`src/rtl/audio_dma_irq_hub.sv`:
```
module audio_dma_irq_hub #(
  parameter int NCH = 3,
  parameter int AW  = 4,
  parameter int DW  = 32
) (
  input  logic          clk,
  input  logic          rst_n,
  input  logic          wr_en,
  input  logic [AW-1:0] wr_addr,
  input  logic [DW-1:0] wr_data,
  input  logic [AW-1:0] rd_addr,
  output logic [DW-1:0] rd_data,
  input  logic [NCH-1:0] evt_fifo_err,
  input  logic [NCH-1:0] evt_buf_done,
  input  logic [NCH-1:0] evt_lvb_done,
  input  logic [NCH-1:0] evt_last,
  input  logic [NCH-1:0] evt_halt,
  input  logic [NCH-1:0] evt_run,
  input  logic [3:0]    codec_evt,
  output logic          irq
);
  localparam int SW = 5;
  localparam logic [SW-1:0] CLR_MASK = 5'b11100;
  localparam logic [SW-1:0] KEEP_EN  = 5'b11100;
  localparam logic [AW-1:0] A_GSTA = 4'hC;
  localparam logic [AW-1:0] A_GCTL = 4'hD;

  logic [NCH*SW-1:0] sr_flat;
  logic [NCH*SW-1:0] cr_flat;
  logic [NCH-1:0]    ch_int;
  logic [5:0]        gctl;
  logic [3:0]        gs_clr;
  logic [1:0]        gs_rw;
  logic [17:0]       gsta_rd;

  for (genvar c = 0; c < NCH; c++) begin : g_ch
    logic [SW-1:0] sr, cr, sr_sw, sr_set;
    wire sel    = wr_en && (wr_addr[3:2] == 2'(c));
    wire st_wr  = sel && (wr_addr[1:0] == 2'd0);
    wire ct_wr  = sel && (wr_addr[1:0] == 2'd1);
    wire rst_rq = ct_wr && wr_data[1];

    assign sr_set = {evt_fifo_err[c], evt_buf_done[c], evt_lvb_done[c], evt_last[c], evt_halt[c]};

    always_comb begin
      sr_sw = sr;
      if (rst_rq) sr_sw = 5'h01;
      else begin
        if (st_wr) sr_sw = sr_sw & ~(wr_data[SW-1:0] & CLR_MASK);
        if (evt_run[c]) sr_sw[1:0] = 2'b00;
      end
    end

    always_ff @(posedge clk or negedge rst_n) begin
      if (!rst_n) begin
        sr <= 5'h01;
        cr <= '0;
      end else begin
        sr <= sr_sw | sr_set;
        if (rst_rq) cr <= cr & KEEP_EN;
        else if (ct_wr) cr <= wr_data[SW-1:0];
      end
    end

    assign ch_int[c] = (sr[2] & cr[2]) | (sr[3] & cr[4]);
    assign sr_flat[c*SW +: SW] = sr;
    assign cr_flat[c*SW +: SW] = cr;
  end

  wire gs_wr = wr_en && (wr_addr == A_GSTA);
  wire gc_wr = wr_en && (wr_addr == A_GCTL) && !(wr_data[2] | wr_data[1]);
  wire [3:0] gs_wclr = gs_wr ? {wr_data[15], wr_data[11], wr_data[10], wr_data[0]} : 4'b0;

  always_ff @(posedge clk or negedge rst_n) begin
    if (!rst_n) begin
      gctl   <= '0;
      gs_clr <= '0;
      gs_rw  <= '0;
      irq    <= 1'b0;
    end else begin
      if (gc_wr) gctl <= wr_data[5:0];
      gs_clr <= (gs_clr & ~gs_wclr) | codec_evt;
      if (gs_wr) gs_rw <= gs_rw | wr_data[17:16];
      irq <= |ch_int;
    end
  end

  assign gsta_rd = {gs_rw, gs_clr[3], 3'b000, gs_clr[2], gs_clr[1], 1'b0, 1'b1,
                    ch_int[2], ch_int[1], ch_int[0], 4'b0000, gs_clr[0]};

  always_comb begin
    rd_data = '0;
    if (rd_addr == A_GSTA) rd_data = DW'(gsta_rd);
    else if (rd_addr == A_GCTL) rd_data = DW'(gctl);
    else if (32'(rd_addr[3:2]) < NCH) begin
      case (rd_addr[1:0])
        2'd0: rd_data = DW'(sr_flat[rd_addr[3:2]*SW +: SW]);
        2'd1: rd_data = DW'(cr_flat[rd_addr[3:2]*SW +: SW]);
        default: rd_data = '0;
      endcase
    end
  end
endmodule

```
`config.mk`:
```
export PLATFORM = sky130hd
export DESIGN_NAME = audio_dma_irq_hub
export DESIGN_NICKNAME = d
export VERILOG_FILES = /design/src/rtl/audio_dma_irq_hub.sv
export SDC_FILE = /design/constraint.sdc
export NUM_CORES = 1
export LEC_CHECK = 0
export BUFFER_PORTS_ARGS = -buffer_cell sky130_fd_sc_hd__buf_2
export CORE_UTILIZATION = 50
export CTS_CLUSTER_SIZE = 8
export DETAILED_ROUTE_END_ITERATION = 6
export GPL_ROUTABILITY_DRIVEN = 0
export PLACE_DENSITY = 0.84
export SLEW_MARGIN = 20
export SYNTH_ARGS = -nofsm -noshare
export SYNTH_HDL_FRONTEND = slang
export SYNTH_SLANG_ARGS = --single-unit
export TNS_END_PERCENT = 10
```
`constraint.sdc`:
```
create_clock -name clk -period 4.36 [get_ports clk]
set_input_delay 0.872 -clock clk [delete_from_list [all_inputs] [get_ports clk]]
set_output_delay 0.872 -clock clk [all_outputs]
set_load 0.1 [all_outputs]
```
# After elaboration in Yosys (flattened, before gate mapping)
# Index checks and enable logic that the tools add are counted.
# word_totals
register_bits	43
# classes
eq_ne	8
n_mux	20
shift	2
bitwise_logic	24
n_mul	1
magnitude_cmp	1
n_reduce_logical	26
# op_table
op	n
5-bit 2-to-1 mux	7
15-bit by 6-bit variable part select with 5-bit output	2
18-bit 2-to-1 mux	1
2-bit 2-to-1 mux	9
4-bit == test, second input constant	4
5-bit AND	3
1-bit logical AND	15
5-bit OR	3
5-bit case mux with 2 select lines	1
1-bit AND	6
2-bit by 1-bit == test with 1-bit output, second input constant	3
2-bit zero test	3
6-bit 2-to-1 mux	1
2-bit AND reduction	3
2-bit nonzero test	3
2-bit by 3-bit multiplier with 5-bit output, second input constant	1
5-bit NOT	1
4-bit AND	1
4-bit 2-to-1 mux	1
4-bit NOT	1
1-bit OR	4
4-bit OR	1
1-bit NOT	3
3-bit OR reduction	1
other kinds (4)	4

# Logic depth before layout (Yosys ltp)
# logic_depth
ltp_word	7
depth_mapped	5
mapped_depth_nobuf	3

# Least setup slack after synthesis
# OpenSTA, ideal clock, no wires.
# synth_path
kind	in2out
start	in rd_addr[0]
end	out rd_data[1]
cell_stages	5
t_arrival_ns	3.725
t_required_ns	3.488
slack_ns	-0.237
cell_sequence	buf_2 buf_4 mux4_2 nor2_1 a211oi_1
# synth_between
elab_chain_cells	5
word_cells_on_any_way	8
classes_between	3 x eq/ne; 4 x mux; 1 x reduce/logical
# synth_lines
item	line	rtl
start: declaration	11	input logic [AW-1:0] rd_addr,
2-bit by 1-bit == test with 1-bit output / 2-bit zero test (equally long branches)	96	case (rd_addr[1:0])
5-bit case mux with 2 select lines	96	
5-bit 2-to-1 mux	95	else if (32'(rd_addr[3:2]) < NCH) begin
6-bit 2-to-1 mux	94	else if (rd_addr == A_GCTL) rd_data = DW'(gctl);
18-bit 2-to-1 mux *	93	if (rd_addr == A_GSTA) rd_data = DW'(gsta_rd);
end: declaration	12	output logic [DW-1:0] rd_data,
# Every way passes the cells marked *; elsewhere a longest branch is shown, timed or not.

# Worst setup path after layout
# layout_path
start	in rd_addr[0]
end	out rd_data[3]
# The elaborated chain is that of the path after synthesis.

==> metrics <==
Syn. warnings=0; Async SR Flop Fraction=between 90% and 100%; Clock Tree Root=clkbuf_8; Setup Skew=between 0.0007 and 0.0008 ns; starting density of the core=between 50 and 60%; Post-CTS Hold Buffers=0; P_leak=about 1.2 nW; clk sinks=43; FF-to-FF path depth=2; Final ANT Viol Nets=0; hold endpoint=gs_clr[1]; Mapped Cells=around 190; slew margin rel.=37.1%; worst reg2reg endpoint=irq; RSZ-0062 raised after global routing=false; global-route wire length before repair=~8300 um; Hold Vio Cnt, Final=0; Syn-to-layout area delta=16.4%; postcts setup bufs=0; Layout Cell Area excl Fill=2620 um^2; Fin Hold WS=0.472 ns; die height=roughly 69 um; Detail Placement HPWL=between 3000 and 4000 um; crit-path max FO=17; R2R setup slack=about 3.4 ns; largest net degree at the start of global routing=between 40 and 50; number of fill cells=about 360; Register Area=roughly 1100 um^2; DIE AREA=~4800 um^2; vias in the first global route=1734; routed vias=about 1.7k; IO buf count=58; ratio of cells with drive above 1 in the final layout=between 40% and 50%; Ant. Diodes=0; hold depth=1; setup_tns=0 ns; GRT Util Overall=between 20 and 25%; Req. time, crit path=between 3 and 4 ns; # setup viols final=0; Final period util=between 70% and 80%; critical path data arrival time=approximately 2.3 ns; Cell variety after synth=36; Mean Syn Cell Area=~12 um^2; post-DR wirelength/cell=16.2 um; Clock Path Buffers=2; most frequent cells in the layout=buf_2, dfrtp_1, conb_1; Die W=69.2 um; pwr dens=403 nW/um^2; CTS Buf Count=5; EDFF count, synth=0; Peak Freq=around 320 MHz; Reg clk slew, reported paths=approximately 0.080 ns; final worst path period need=3.16 ns; Cell Area, Synth=between 2000 and 2500 um^2; Total Wirelength=4930 um; Ports=just under 100; post-CTS resize count=0; worst vdd ir=~230 uV; Core ar.=4350 um^2; first drt pass iteration count=4; Iter 0 DRT Violations=between 90 and 100; Final nets=between 300 and 400; CTS tree=yes; via/cell ratio=5.68; CP startpoint kind=primary input; worst reg2reg startpoint=g_ch[1].sr[2]; sequential fraction of the synthesis area=47.9%; status=finished clean; Slew Viols, Final=0; commonest non-fill, non-tap cell in the layout=buf_2; Post-Place Cell Area=about 2500 um^2; initial antenna violation count=0; Cell Rows=24; CP endpoint kind=primary output; critical path type=in2out; Residual DRC=0; Multi-input gate area=1060 um^2; Worst Hold Launch=gs_clr[1]; maxcap violations=0; FF+latch count, synth=between 40 and 50; Main synth FF type=dfrtp_1; Congestion Overflow GR=0; clk_lat worst skew=0.29 ns; Hold Crit Class=reg2reg; H-tree levels=2; Slew @ Worst Pin=approximately 0.94 ns
-- sequential cells by signal, summed over array words and instances (netlist names) --
signal,cells
g_ch.cr,15
gs_clr,4
gctl,6
irq,1
gs_rw,2
g_ch.sr,15
-- Yosys cell counts (all sizes together), types with 2 or more instances --
| library cell | n | area, um^2 |
|---|---|---|
| a22oi | 3 | 22.5 |
| mux2 | 16 | 180 |
| nor2 | 9 | 33.8 |
| buf | 22 | 160 |
| nand4b | 2 | 17.5 |
| and2 | 10 | 62.6 |
| a211oi | 4 | 30.0 |
| mux2i | 5 | 50.1 |
| nor3 | 4 | 25.0 |
| nand3 | 10 | 50.1 |
| nand4 | 7 | 43.8 |
| mux4 | 5 | 113 |
| a41o | 2 | 20.0 |
| nand2 | 7 | 26.3 |
| nor2b | 3 | 18.8 |
| a21oi | 3 | 15.0 |
| dfstp | 3 | 78.8 |
| clkbuf | 2 | 7.51 |
| dfrtp | 40 | 1000 |
| a21o | 4 | 30.0 |
| nand3b | 2 | 15.0 |
| a31o | 12 | 105 |
| a2bb2oi | 4 | 35.0 |
| inv | 3 | 11.3 |
| and3b | 2 | 17.5 |
-- where the power goes --
part           leakage (nW)  internal (mW)  switching, mW
combinational         0.657         0.0761          0.198
clock                0.0612          0.185          0.136
sequential            0.490          0.439         0.0237
total                  1.21          0.701          0.358
-- cell type report --
class                   instances  area share (%)
clock buffers                   6            3.15
clock inverters                 2            1.34
inverters                       3           0.429
multi-input cells             140            40.4
flip-flops and latches         43            41.2
well taps                      52            2.48
repair buffers                 58            11.1
-- cells by family after synthesis --
kind of cell / synth area share, %
other: 0.166
muxes: 15.2
DFF: 47.9
and+or+nand+nor: 16.3
buffers and inverters: 7.94
AOI/OAI and AO/OA: 12.5
-- through the flow --
step / setup WS, ns / power, mW / instances / utilization, %
detailed placement: 1.21 / 0.743 / 296 / 57.6
floorplan: -0.237 / 0.695 / 210 / -
finish: 1.20 / 1.06 / 304 / 60.3
global route: 1.07 / 1.10 / 304 / 60.3
global placement: 1.21 / 0.736 / 296 / 57.6
CTS: 1.20 / 1.06 / 304 / 60.3
-- metal layers --
| metal | wire (um) | vias up | track usage (%) |
|---|---|---|---|
| li1 | - | 796 | - |
| met1 | 2150 | 838 | 30.0 |
| met2 | 2350 | 85 | 36.0 |
| met3 | 358 | 7 | 4.09 |
| met4 | 74 | 0 | 8.62 |
| met5 | 0 | - | 0 |
-- worst max-delay path: stages --
cell	delay (ns)
buf_2	0.35
and2_1	0.26
a2bb2oi_1	0.09
a211oi_1	0.25
buf_2	0.47
-- how the worst max path moves through the flow --
| stage | slack (ns) | depth (start not counted) | end | start |
|---|---|---|---|---|
| 4_1_cts | 1.20 | 5 | rd_data[0] | rd_addr[0] |
| 6_report | 1.20 | 5 | rd_data[3] | rd_addr[0] |
| 2_1_floorplan | -0.24 | 5 | rd_data[1] | rd_addr[0] |
| 3_3_place_gp | 1.21 | 5 | rd_data[3] | rd_addr[0] |
| 3_5_place_dp | 1.21 | 5 | rd_data[3] | rd_addr[0] |
| 5_1_grt | 1.07 | 5 | rd_data[3] | rd_addr[0] |
(Power assumes the default switching activity.)
